File: src/rtl/fence_pkg.sv
package fence_pkg;

  typedef enum logic [1:0] {
    KIND_DATA = 2'd0,
    KIND_FULL = 2'd1,
    KIND_ACQ  = 2'd2,
    KIND_REL  = 2'd3
  } reqKind_t;

  // Strobes from control to datapath
  typedef struct packed {
    logic cntUp;        // a data access leaves this cycle
    logic cntDown;      // a data access finished this cycle
    logic syncSet;      // an ordering access leaves this cycle
    logic syncBlockSet; // that ordering access holds back younger data
    logic syncClear;    // the ordering access finished this cycle
  } fenceStrobe_t;

endpackage

File: src/rtl/fence_datapath.sv
module fence_datapath
  import fence_pkg::*;
#(
  parameter int MAX_OUT = 4
) (
  input  logic         clk,
  input  logic         rstN,
  input  fenceStrobe_t strobe,
  output logic         cntZero,
  output logic         cntFull,
  output logic         syncBusy,
  output logic         syncBlock
);

  localparam int CNT_W = $clog2(MAX_OUT + 1);
  localparam logic [CNT_W-1:0] CNT_MAX = CNT_W'(MAX_OUT);

  logic [CNT_W-1:0] dataCnt;

  always_ff @(posedge clk) begin
    if (!rstN) begin
      dataCnt <= '0;
    end else if (strobe.cntUp && !strobe.cntDown) begin
      dataCnt <= dataCnt + 1'b1;
    end else if (strobe.cntDown && !strobe.cntUp) begin
      dataCnt <= dataCnt - 1'b1;
    end
  end

  always_ff @(posedge clk) begin
    if (!rstN) begin
      syncBusy  <= 1'b0;
      syncBlock <= 1'b0;
    end else if (strobe.syncSet) begin
      syncBusy  <= 1'b1;
      syncBlock <= strobe.syncBlockSet;
    end else if (strobe.syncClear) begin
      syncBusy  <= 1'b0;
      syncBlock <= 1'b0;
    end
  end

  assign cntZero = (dataCnt == '0);
  assign cntFull = (dataCnt == CNT_MAX);

  assert_no_overflow_R3: assert property (@(posedge clk) disable iff (!rstN)
    dataCnt <= CNT_MAX);

  assert_no_underflow_R2: assert property (@(posedge clk) disable iff (!rstN)
    strobe.cntDown |-> dataCnt != '0);

  assert_cnt_hold_R2: assert property (@(posedge clk) disable iff (!rstN)
    (strobe.cntUp == strobe.cntDown) |=> $stable(dataCnt));

  assert_block_implies_busy_R6: assert property (@(posedge clk) disable iff (!rstN)
    syncBlock |-> syncBusy);

endmodule

File: src/rtl/fence_ctrl.sv
module fence_ctrl
  import fence_pkg::*;
(
  input  logic         clk,
  input  logic         rstN,
  input  logic         modeRelease,
  input  logic         reqValid,
  input  logic [1:0]   reqKind,
  input  logic         issueReady,
  input  logic         doneData,
  input  logic         doneSync,
  input  logic         cntZero,
  input  logic         cntFull,
  input  logic         syncBusy,
  input  logic         syncBlock,
  output logic         reqReady,
  output logic         issueValid,
  output fenceStrobe_t strobe
);

  reqKind_t rawKind;
  reqKind_t effKind;
  logic     allow;
  logic     fire;

  assign rawKind = reqKind_t'(reqKind);

  // Weak ordering folds acquire and release into a full fence
  always_comb begin
    if (!modeRelease && rawKind != KIND_DATA) effKind = KIND_FULL;
    else                                      effKind = rawKind;
  end

  always_comb begin
    unique case (effKind)
      KIND_DATA: allow = !syncBlock && !cntFull;
      KIND_ACQ:  allow = !syncBusy;
      KIND_FULL,
      KIND_REL:  allow = !syncBusy && cntZero;
      default:   allow = 1'b0;
    endcase
  end

  assign issueValid = reqValid && allow;
  assign reqReady   = issueReady && allow;
  assign fire       = reqValid && issueReady && allow;

  always_comb begin
    strobe              = '0;
    strobe.cntUp        = fire && (effKind == KIND_DATA);
    strobe.cntDown      = doneData && !cntZero;
    strobe.syncSet      = fire && (effKind != KIND_DATA);
    strobe.syncBlockSet = (effKind != KIND_REL);
    strobe.syncClear    = doneSync && syncBusy;
  end

  assert_data_held_R5: assert property (@(posedge clk) disable iff (!rstN)
    (reqValid && issueReady && reqReady && rawKind == KIND_DATA) |-> !syncBlock);

  assert_fence_drained_R4: assert property (@(posedge clk) disable iff (!rstN)
    (issueValid && issueReady && (rawKind == KIND_FULL || rawKind == KIND_REL))
      |-> cntZero);

  assert_wo_acquire_drained_R9: assert property (@(posedge clk) disable iff (!rstN)
    (issueValid && issueReady && !modeRelease && rawKind == KIND_ACQ) |-> cntZero);

  assert_single_sync_R6: assert property (@(posedge clk) disable iff (!rstN)
    (issueValid && issueReady && rawKind != KIND_DATA) |-> !syncBusy);

  assert_sync_latched_R6: assert property (@(posedge clk) disable iff (!rstN)
    (issueValid && issueReady && rawKind != KIND_DATA) |=> syncBusy);

endmodule

File: src/rtl/fence_unit.sv
module fence_unit
  import fence_pkg::*;
#(
  parameter int MAX_OUT = 4,
  parameter int TAG_W   = 8
) (
  input  logic             clk,
  input  logic             rstN,
  input  logic             modeRelease,
  input  logic             reqValid,
  output logic             reqReady,
  input  logic [1:0]       reqKind,
  input  logic [TAG_W-1:0] reqTag,
  output logic             issueValid,
  input  logic             issueReady,
  output logic [1:0]       issueKind,
  output logic [TAG_W-1:0] issueTag,
  input  logic             doneData,
  input  logic             doneSync
);

  fenceStrobe_t strobe;
  logic cntZero, cntFull, syncBusy, syncBlock;

  fence_ctrl u_ctrl (
    .clk        (clk),
    .rstN       (rstN),
    .modeRelease(modeRelease),
    .reqValid   (reqValid),
    .reqKind    (reqKind),
    .issueReady (issueReady),
    .doneData   (doneData),
    .doneSync   (doneSync),
    .cntZero    (cntZero),
    .cntFull    (cntFull),
    .syncBusy   (syncBusy),
    .syncBlock  (syncBlock),
    .reqReady   (reqReady),
    .issueValid (issueValid),
    .strobe     (strobe)
  );

  fence_datapath #(.MAX_OUT(MAX_OUT)) u_dp (
    .clk      (clk),
    .rstN     (rstN),
    .strobe   (strobe),
    .cntZero  (cntZero),
    .cntFull  (cntFull),
    .syncBusy (syncBusy),
    .syncBlock(syncBlock)
  );

  assign issueKind = reqKind;
  assign issueTag  = reqTag;

  assert_passthrough_R1: assert property (@(posedge clk) disable iff (!rstN)
    (reqValid && reqReady) |-> (issueValid && issueReady));

endmodule

File: config.mk
export PLATFORM = sky130hd
export DESIGN_NAME = fence_unit
export DESIGN_NICKNAME = d
export VERILOG_FILES = /design/src/rtl/fence_pkg.sv /design/src/rtl/fence_datapath.sv /design/src/rtl/fence_ctrl.sv /design/src/rtl/fence_unit.sv
export SDC_FILE = /design/constraint.sdc
export NUM_CORES = 1
export LEC_CHECK = 0
export BUFFER_PORTS_ARGS = -buffer_cell sky130_fd_sc_hd__buf_2
export CAP_MARGIN = 20
export CORE_AREA = 2 2 39 41
export DETAILED_ROUTE_END_ITERATION = 10
export DIE_AREA = 0 0 41 43
export MAX_ROUTING_LAYER = met4
export PLACE_DENSITY_LB_ADDON = 0.2
export SLEW_MARGIN = 20
export SYNTH_ARGS = -nofsm -noshare
export SYNTH_HDL_FRONTEND = slang
export SYNTH_HIERARCHICAL = 1
export SYNTH_SLANG_ARGS = --single-unit
File: constraint.sdc
create_clock -name clk -period 6.55 [get_ports clk]
set_clock_uncertainty 0.05 [all_clocks]
set_input_delay 0.655 -clock clk [delete_from_list [all_inputs] [get_ports clk]]
set_output_delay 0.655 -clock clk [all_outputs]
set_load 0.005 [all_outputs]
==> results.toml, run 1 <==
[floorplanning]
rows = 14
ios = 29
die_area_sq_mm = 0.00176
die_w_um = 41
coreArea_sq_mm = 0.00138
die_y_um = 43
initial_core_util = 0.284

[clock_tree]
clockBufferDepth = 2
cts.sinks = 5
holdBufCountCts = 0
clk_pin_slew_worst_paths_ns = 0.05
cts_tree = "built"
clkLatencyLatePin_ns = 0.25
numCtsBuffers = 3
htreeDepth = 1
ctsRootBufferMaster = "clkbuf_4"
postCtsResizedCells = 0
post_cts_buffers = 0

[layout]
fin_util = 0.307
fin_cells = 68
multi_input_area_sq_um = 206
drive_above_1_share = 0.308
diodes = 0
regArea_sq_um = 100
syn_to_final_growth_pct = 7.96
fill_cells = 150
design.final.nets = 72

[global_route]
grt_max_degree = 6
overflow = 0
antenna_found_initial = 0
grt_pass1_vias = 287
grt_first_pass_wirelength_mm = 1.22
track_usage = 0.108

[worst_setup_path]
reg2reg_from = "u_dp/dataCnt[0]$_SDFFE_PN0P_"
worstPathRequired_ns = 6.68
arrival_ns = 2.66
ff2ff_path_depth = 9
endpoint_kind = "flop"
startpoint = "reqKind[1]"
rrSetupSlack_ns = 4.07
r2r-end = "u_dp/dataCnt[2]$_SDFFE_PN0P_"
path_max_fanout = 4
crit_end = "u_dp/dataCnt[2]$_SDFFE_PN0P_"
cp-start-kind = "input pin"
crit_type = "input pin to flop"

[pwr]
finalPower_mw = 0.158
leakagePower_nw = 0.190
ir_drop_v = 0.000154
pwr_density_cell_mw_per_mm2 = 372

[timing]
setup-tns-final_ns = 0
holdWs_ns = 0.467
rsz0062_at_grt = "false"
period_share = 0.386
fin_crit_ns = 2.53
hold_viol = 0
setup_viol = 0
drv_slew = 0
worst_pin_slew_ns = 0.302
fmax_mhz = 395
relSlewSlack = 0.799

[synthesis]
post-synth-top-area-fraction = 0.255
syn_area_sq_um = 393
syn_nets = 65
synth_cell_types = 22
synth-edff-count = 0
yosys_warnings = 6
synth_flop_cell = "dfxtp_1"
yosys-top-cells-count = "buf_4, dfxtp_1, nor2b_1"
async_flop_share = 0
ys_ff_latch = 5
seq_area_frac_synth = 0.255
synth_most_common_cell = "buf_4"
synth_area_leader_cell = "dfxtp_1"
synthCells = 46
synth_area_leaders = "dfxtp_1, buf_4, nor2b_1, a21boi_1, fa_1"
avgSynthCellArea_sq_um = 8.54

[routing]
drc = 0
wl_per_cell_um = 9.99
ant_nets = 0
first_pass_iters = 1
post_drt_via_cell_ratio = 4.38
dr_total_vias = 298
drtIter0Drc = 0
routed_wl_um = 679

[placement]
dp.cells = 64
port_buffers = 12
place_congestion = 0.704
hpwlAfterDp_um = 531

[flow_run]
max_cap_viol_count = 0

[hold_path]
min_path_type = "flop to flop"

[outcome]
status = "finished clean"
[how the worst min path moves through the flow]
stage                                            start                            to  slack (ns)  depth (start not counted)
after floorplan           u_dp/dataCnt[2]$_SDFFE_PN0P_  u_dp/dataCnt[2]$_SDFFE_PN0P_        0.42                          2
after global placement    u_dp/dataCnt[2]$_SDFFE_PN0P_  u_dp/dataCnt[2]$_SDFFE_PN0P_        0.44                          2
after detailed placement  u_dp/dataCnt[2]$_SDFFE_PN0P_  u_dp/dataCnt[2]$_SDFFE_PN0P_        0.46                          2
after CTS                 u_dp/dataCnt[2]$_SDFFE_PN0P_  u_dp/dataCnt[2]$_SDFFE_PN0P_        0.47                          2
after global routing      u_dp/dataCnt[2]$_SDFFE_PN0P_  u_dp/dataCnt[2]$_SDFFE_PN0P_        0.52                          2
final                     u_dp/dataCnt[2]$_SDFFE_PN0P_  u_dp/dataCnt[2]$_SDFFE_PN0P_        0.47                          2
[cells in the final DEF, fill, tap and decap left out, drive strengths merged]
cell,Yosys,layout
a21boi,3,3
a21oi,1,1
and2,2,2
buf,10,12
clkbuf,0,4
dfxtp,5,5
fa,1,1
ha,1,1
inv,3,3
mux2i,1,1
nand2,1,1
nand3,1,1
nor2,2,2
nor2b,5,5
nor3,1,1
nor3b,2,2
o21a,1,1
o21ai,1,1
o221ai,1,1
or3,1,1
or4,1,1
xnor2,1,1
xor2,1,1
[worst max-delay path, cell delays in order]
cell	delay [ns]
buf_2	0.12
or4_4	0.54
nor2_1	0.12
ha_1	0.20
inv_1	0.06
fa_1	0.37
xor2_1	0.15
or3_1	0.31
a21boi_1	0.14
[routing by layer]
metal,part of all wire,track usage,up-vias
met5,0,-,-
met4,0.012,0.0733,0
met3,0.093,0.0628,2
met2,0.40,0.113,12
met1,0.50,0.149,128
li1,-,-,156
[final cells by class]
type / instances / area share
multi-input cells: 28 / 0.487
flip-flops and latches: 5 / 0.236
repair buffers: 12 / 0.142
clock buffers: 4 / 0.0619
well taps: 16 / 0.0472
inverters: 3 / 0.0265
[per-stage QoR]
stage               setup slack (ns)  instance area (sq um)
floorplan                       3.99                    393
CTS                             4.03                    424
detailed placement              3.77                    398
global route                    3.89                    424
finish                          4.02                    424
global placement                3.76                    398
[state kept, by name (all words and copies together), names as in the netlist]
signal,count
u_dp/syncBlock,1
u_dp/dataCnt,3
u_dp/syncBusy,1
[cells by family (layout without fill, tap and decap cells)]
logic type | Yosys count | count (layout) | synth area share
compound gates | 7 | 7 | 0.124
xor+xnor | 2 | 2 | 0.0446
fa+ha+maj | 2 | 2 | 0.0828
flops | 5 | 5 | 0.255
simple gates | 16 | 16 | 0.248
buf+inv | 13 | 19 | 0.220
mux | 1 | 1 | 0.0255
[where the power goes]
group          internal, mW  leakage (nW)  switching [mW]
registers            0.0409        0.0410          0.0105
logic                0.0362         0.134          0.0330
clock network        0.0231        0.0150          0.0139
total                 0.100         0.190          0.0574
Power figures use the tool's default switching activity.
==> run 2, diff against run 1 <==
==> constraint.sdc (replaced) <==
create_clock -name clk -period 2.3 [get_ports clk]
set_clock_uncertainty 0.05 [all_clocks]
set_input_delay 0.23 -clock clk [delete_from_list [all_inputs] [get_ports clk]]
set_output_delay 0.23 -clock clk [all_outputs]
set_load 0.005 [all_outputs]
==> run 2 against run 1 <==
Sequential share of layout area is 3.0 points lower. Global-route usage down 2.1 points. Flip-flop and latch count did not move. Register-to-register slack lost 4.1 ns. Combinational power grew to 4.0 times the previous value. Clock power rose to 2.8 times the previous value. Critical path type is now flop to flop.
==> results.toml, run 2 (synthesis results as in run 1) <==
[floorplanning]
rows = 14
ios = 29
coreArea_sq_mm = 0.00138
die_y_um = 43
initial_core_util = 0.284
die_w_um = 41
die_area_sq_mm = 0.00176

[timing]
worst_pin_slew_ns = 0.303
relSlewSlack = 0.798
rsz0062_at_grt = "true"
drv_slew = 0
hold_viol = 0
period_share = 0.994
fmax_mhz = 437
holdWs_ns = 0.192
setup_viol = 0
fin_crit_ns = 2.29

[global_route]
track_usage = 0.0876
antenna_found_initial = 0
grt_max_degree = 6
grt_pass1_vias = 280
grt_first_pass_wirelength_um = 979
overflow = 0

[outcome]
status = "finished clean"

[routing]
routed_wl_um = 648
drc = 0
first_pass_iters = 2
wl_per_cell_um = 8.76
post_drt_via_cell_ratio = 4.11
ant_nets = 0
drtIter0Drc = 1
dr_total_vias = 304

[worst_setup_path]
path_max_fanout = 2
worstPathRequired_ns = 2.42
arrival_ns = 2.41
endpoint_kind = "flop"
cp-start-kind = "flop"
crit_type = "flop to flop"

[placement]
port_buffers = 12
hpwlAfterDp_um = 538
place_congestion = 0.746

[clock_tree]
clockBufferDepth = 2
cts.sinks = 5
holdBufCountCts = 0
post_cts_buffers = 0
clkLatencyLatePin_ns = 0.24
ctsRootBufferMaster = "clkbuf_4"
numCtsBuffers = 3
htreeDepth = 1
clk_pin_slew_worst_paths_ns = 0.04
cts_tree = "built"

[pwr]
pwr_density_cell_mw_per_mm2 = 1030
ir_drop_v = 0.000492
finalPower_mw = 0.506
leakagePower_nw = 0.220

[layout]
diodes = 0
largest_reg_flops = 3
design.final.nets = 78
syn_to_final_growth_pct = 25.5
reg_top3 = "u_dp/dataCnt (3), u_dp/syncBlock (1), u_dp/syncBusy (1)"
final_common_cell = "buf_2"
fin_util = 0.356
drive_above_1_share = 0.448
layout_common_cells = "buf_2, buf_4, nor2b_1, dfxtp_1"
regMostFlops = "u_dp/dataCnt"
fill_cells = 155

[hold_path]
min_path_type = "input pin to flop"

[flow_run]
max_cap_viol_count = 0
==> run 2: cell types whose count changed in the layout (fill, tap and decap cells not counted), sizes merged <==
cell / previous run / this run
buf: 12 / 18
==> run 2: routing by layer <==
metal / track usage / vias up / share of wire
met5: - / - / 0
met1: 0.0971 / 132 / 0.42
met3: 0.0157 / 0 / 0.063
met4: 0.0867 / 0 / 0
met2: 0.122 / 5 / 0.52
li1: - / 167 / -
==> run 2: what timing repair did <==
action                                  4_1_cts  5_1_grt
pin swaps                                     3        0
hold endpoints to repair                      0        0
resized for setup                             2        0
endpoints found under the setup margin        1        1
==> run 2: worst max-delay path, stage by stage (launching register included) <==
cell      delay [ns]
dfxtp_1         0.30
nor3b_1         0.13
or4_4           0.55
nor2_4          0.11
ha_4            0.13
inv_1           0.04
fa_2            0.33
xor2_1          0.15
or3_1           0.31
a21boi_1        0.12
==> run 2: cell type report <==
class                           count  area (sq um)  area share
Multi-Input combinational cell     28           229       0.464
Tap cell                           16          20.0      0.0406
Sequential cell                     5           101       0.206
Inverter                            3          11.3      0.0228
Clock buffer                        4          26.3      0.0533
Timing Repair Buffer               18           105       0.213
==> run 2: where the power goes <==
part / switching [mW] / leakage [nW] / total [mW] / internal, mW
Clock: 0.0362 / 0.0150 / 0.102 / 0.0656
Combinational: 0.124 / 0.164 / 0.274 / 0.150
Sequential: 0.0126 / 0.0414 / 0.130 / 0.117
==> run 2: final timing paths <==
check | from | endpoint | slack [ns] | cells after the start
worst max-delay path | u_dp/dataCnt[2]$_SDFFE_PN0P_ | u_dp/dataCnt[2]$_SDFFE_PN0P_ | 0.01 | 9
worst min-delay path | rstN | u_dp/syncBusy$_SDFFE_PN0P_ | 0.19 | 2
worst min register to register | u_dp/syncBusy$_SDFFE_PN0P_ | u_dp/syncBusy$_SDFFE_PN0P_ | 0.55 | 2
worst max register to register | u_dp/dataCnt[2]$_SDFFE_PN0P_ | u_dp/dataCnt[2]$_SDFFE_PN0P_ | 0.01 | 9
==> run 2: metrics by stage <==
step	setup TNS (ns)	instances	cell area (sq um)	worst slack (ns)
2_1_floorplan	0	46	402	0.0250
3_3_place_gp	0	70	452	0.00514
3_5_place_dp	-0.00710	70	452	-0.00710
4_1_cts	0	74	493	0.00300
5_1_grt	-0.0886	74	493	-0.0886
6_report	0	74	493	0.0141
==> run 3, diff against run 2 <==
--- a/config.mk
+++ b/config.mk
@@ -11,7 +11,6 @@
 export DETAILED_ROUTE_END_ITERATION = 10
 export DIE_AREA = 0 0 41 43
 export MAX_ROUTING_LAYER = met4
-export PLACE_DENSITY_LB_ADDON = 0.2
 export SLEW_MARGIN = 20
 export SYNTH_ARGS = -nofsm -noshare
 export SYNTH_HDL_FRONTEND = slang
==> run 3 against run 2 <==
Routed wire length is 5.7% higher. Highest routed layer unchanged. Critical path depth unchanged. Cell count is the same. Power fell by 0.40%. Largest cell class unchanged.
==> results.toml, run 3 (synthesis results as in run 1) <==
[routing]
routed.top_layer = "met3"
post_drt_via_cell_ratio = 4.36
wl_per_cell_um = 9.26
met1_length_um = 304
ant_nets = 0
wl_met3_um = 66
drtIter0Drc = 1
drc = 0
first_pass_iters = 4
routed_wl_um = 685
met2_length_um = 314
dr_total_vias = 323

[worst_setup_path]
rrSetupSlack_ns = 0.03
r2r-end = "u_dp/dataCnt[2]$_SDFFE_PN0P_"
crit_type = "flop to flop"
startpoint = "u_dp/dataCnt[2]$_SDFFE_PN0P_"
crit_end = "u_dp/dataCnt[2]$_SDFFE_PN0P_"
ff2ff_path_depth = 9
path_max_fanout = 2
arrival_ns = 2.39
worstPathRequired_ns = 2.42
cp-start-kind = "flop"
endpoint_kind = "flop"
reg2reg_from = "u_dp/dataCnt[2]$_SDFFE_PN0P_"

[placement]
hpwlAfterDp_um = 565
place_congestion = 0.622
port_buffers = 12

[layout]
regMostFlops = "u_dp/dataCnt"
multi_input_area_sq_um = 229
reg_top3 = "u_dp/dataCnt (3), u_dp/syncBlock (1), u_dp/syncBusy (1)"
layout_common_cells = "buf_2, buf_4, nor2b_1, dfxtp_1"
syn_to_final_growth_pct = 25.5
design.final.nets = 78
drive_above_1_share = 0.448
diodes = 0
largest_reg_flops = 3
regArea_sq_um = 101
final_common_cell = "buf_2"
fill_cells = 149

[floorplanning]
rows = 14
die_w_um = 41
die_y_um = 43
die_area_sq_mm = 0.00176
ios = 29
initial_core_util = 0.284
coreArea_sq_mm = 0.00138

[flow_run]
max_cap_viol_count = 0

[timing]
setup_viol = 0
rsz0062_at_grt = "true"
worst_pin_slew_ns = 0.295
fin_crit_ns = 2.27
holdWs_ns = 0.202
fmax_mhz = 441
drv_slew = 0
hold_viol = 0
period_share = 0.987
relSlewSlack = 0.803

[outcome]
status = "finished clean"

[pwr]
leakagePower_nw = 0.220
pwr_density_cell_mw_per_mm2 = 1020
ir_drop_v = 0.000299
finalPower_mw = 0.504

[clock_tree]
numCtsBuffers = 3
clkLatencyLatePin_ns = 0.24
post_cts_buffers = 0
cts.sinks = 5
clockBufferDepth = 2
htreeDepth = 1
holdBufCountCts = 0
ctsRootBufferMaster = "clkbuf_4"
cts_tree = "built"
clk_pin_slew_worst_paths_ns = 0.05

[global_route]
track_usage = 0.0938
antenna_found_initial = 0
overflow = 0
grt_first_pass_wirelength_mm = 1.04
grt_max_degree = 6
grt_pass1_vias = 273

[hold_path]
min_path_type = "input pin to flop"
## run 3: cell counts in the layout (fill, tap and decap cells not counted)
No cell type changed its count.
## run 3: worst max-delay path: stages, from the launching register on
cell and delay [ns]:
dfxtp_1 0.30, nor3b_1 0.13, or4_4 0.53, nor2_4 0.11
ha_4 0.13, inv_1 0.04, fa_2 0.33, xor2_1 0.15
or3_1 0.30, a21boi_1 0.12
## run 3: how the worst min path moves through the flow
stage                     slack, ns  cells past startpoint       from                    endpoint
after CTS                      0.20                      2       rstN  u_dp/syncBusy$_SDFFE_PN0P_
after global routing           0.20                      2       rstN  u_dp/syncBusy$_SDFFE_PN0P_
final                          0.20                      2       rstN  u_dp/syncBusy$_SDFFE_PN0P_
after global placement         0.41                      0  reqTag[6]                 issueTag[6]
after detailed placement       0.41                      0  reqTag[6]                 issueTag[6]
after floorplan                0.30                      1       rstN  u_dp/syncBusy$_SDFFE_PN0P_
## run 3: area by class of cell
class                   instances  share of cell area
repair buffers                 18               0.213
multi-input cells              28               0.464
flip-flops and latches          5               0.206
well taps                      16              0.0406
clock buffers                   4              0.0533
inverters                       3              0.0228
## run 3: metrics by stage
stage	instance area, sq um	setup slack, ns	util	setup TNS [ns]	instances
2_1_floorplan	402	0.0250	-	0	46
3_3_place_gp	452	0.0266	0.326	0	70
3_5_place_dp	452	-0.0137	0.326	-0.0137	70
4_1_cts	493	-0.00511	0.356	-0.00511	74
5_1_grt	493	-0.0374	0.356	-0.0374	74
6_report	493	0.0309	0.356	0	74
## run 3: metal layers
metal,track usage,up-vias
li1,-,167
met1,0.113,143
met4,0.0800,0
met2,0.119,13
met3,0.0314,0
met5,-,-
## run 3: where the power goes
group / leakage, nW / switching [mW] / internal, mW
logic: 0.164 / 0.123 / 0.150
registers: 0.0414 / 0.0135 / 0.117
clock network: 0.0150 / 0.0351 / 0.0655
## run 3: what timing repair did
item / 4_1_cts / 5_1_grt
setup endpoints to repair: 1 / 1
gates resized for setup: 2 / 0
pin swaps: 3 / 1
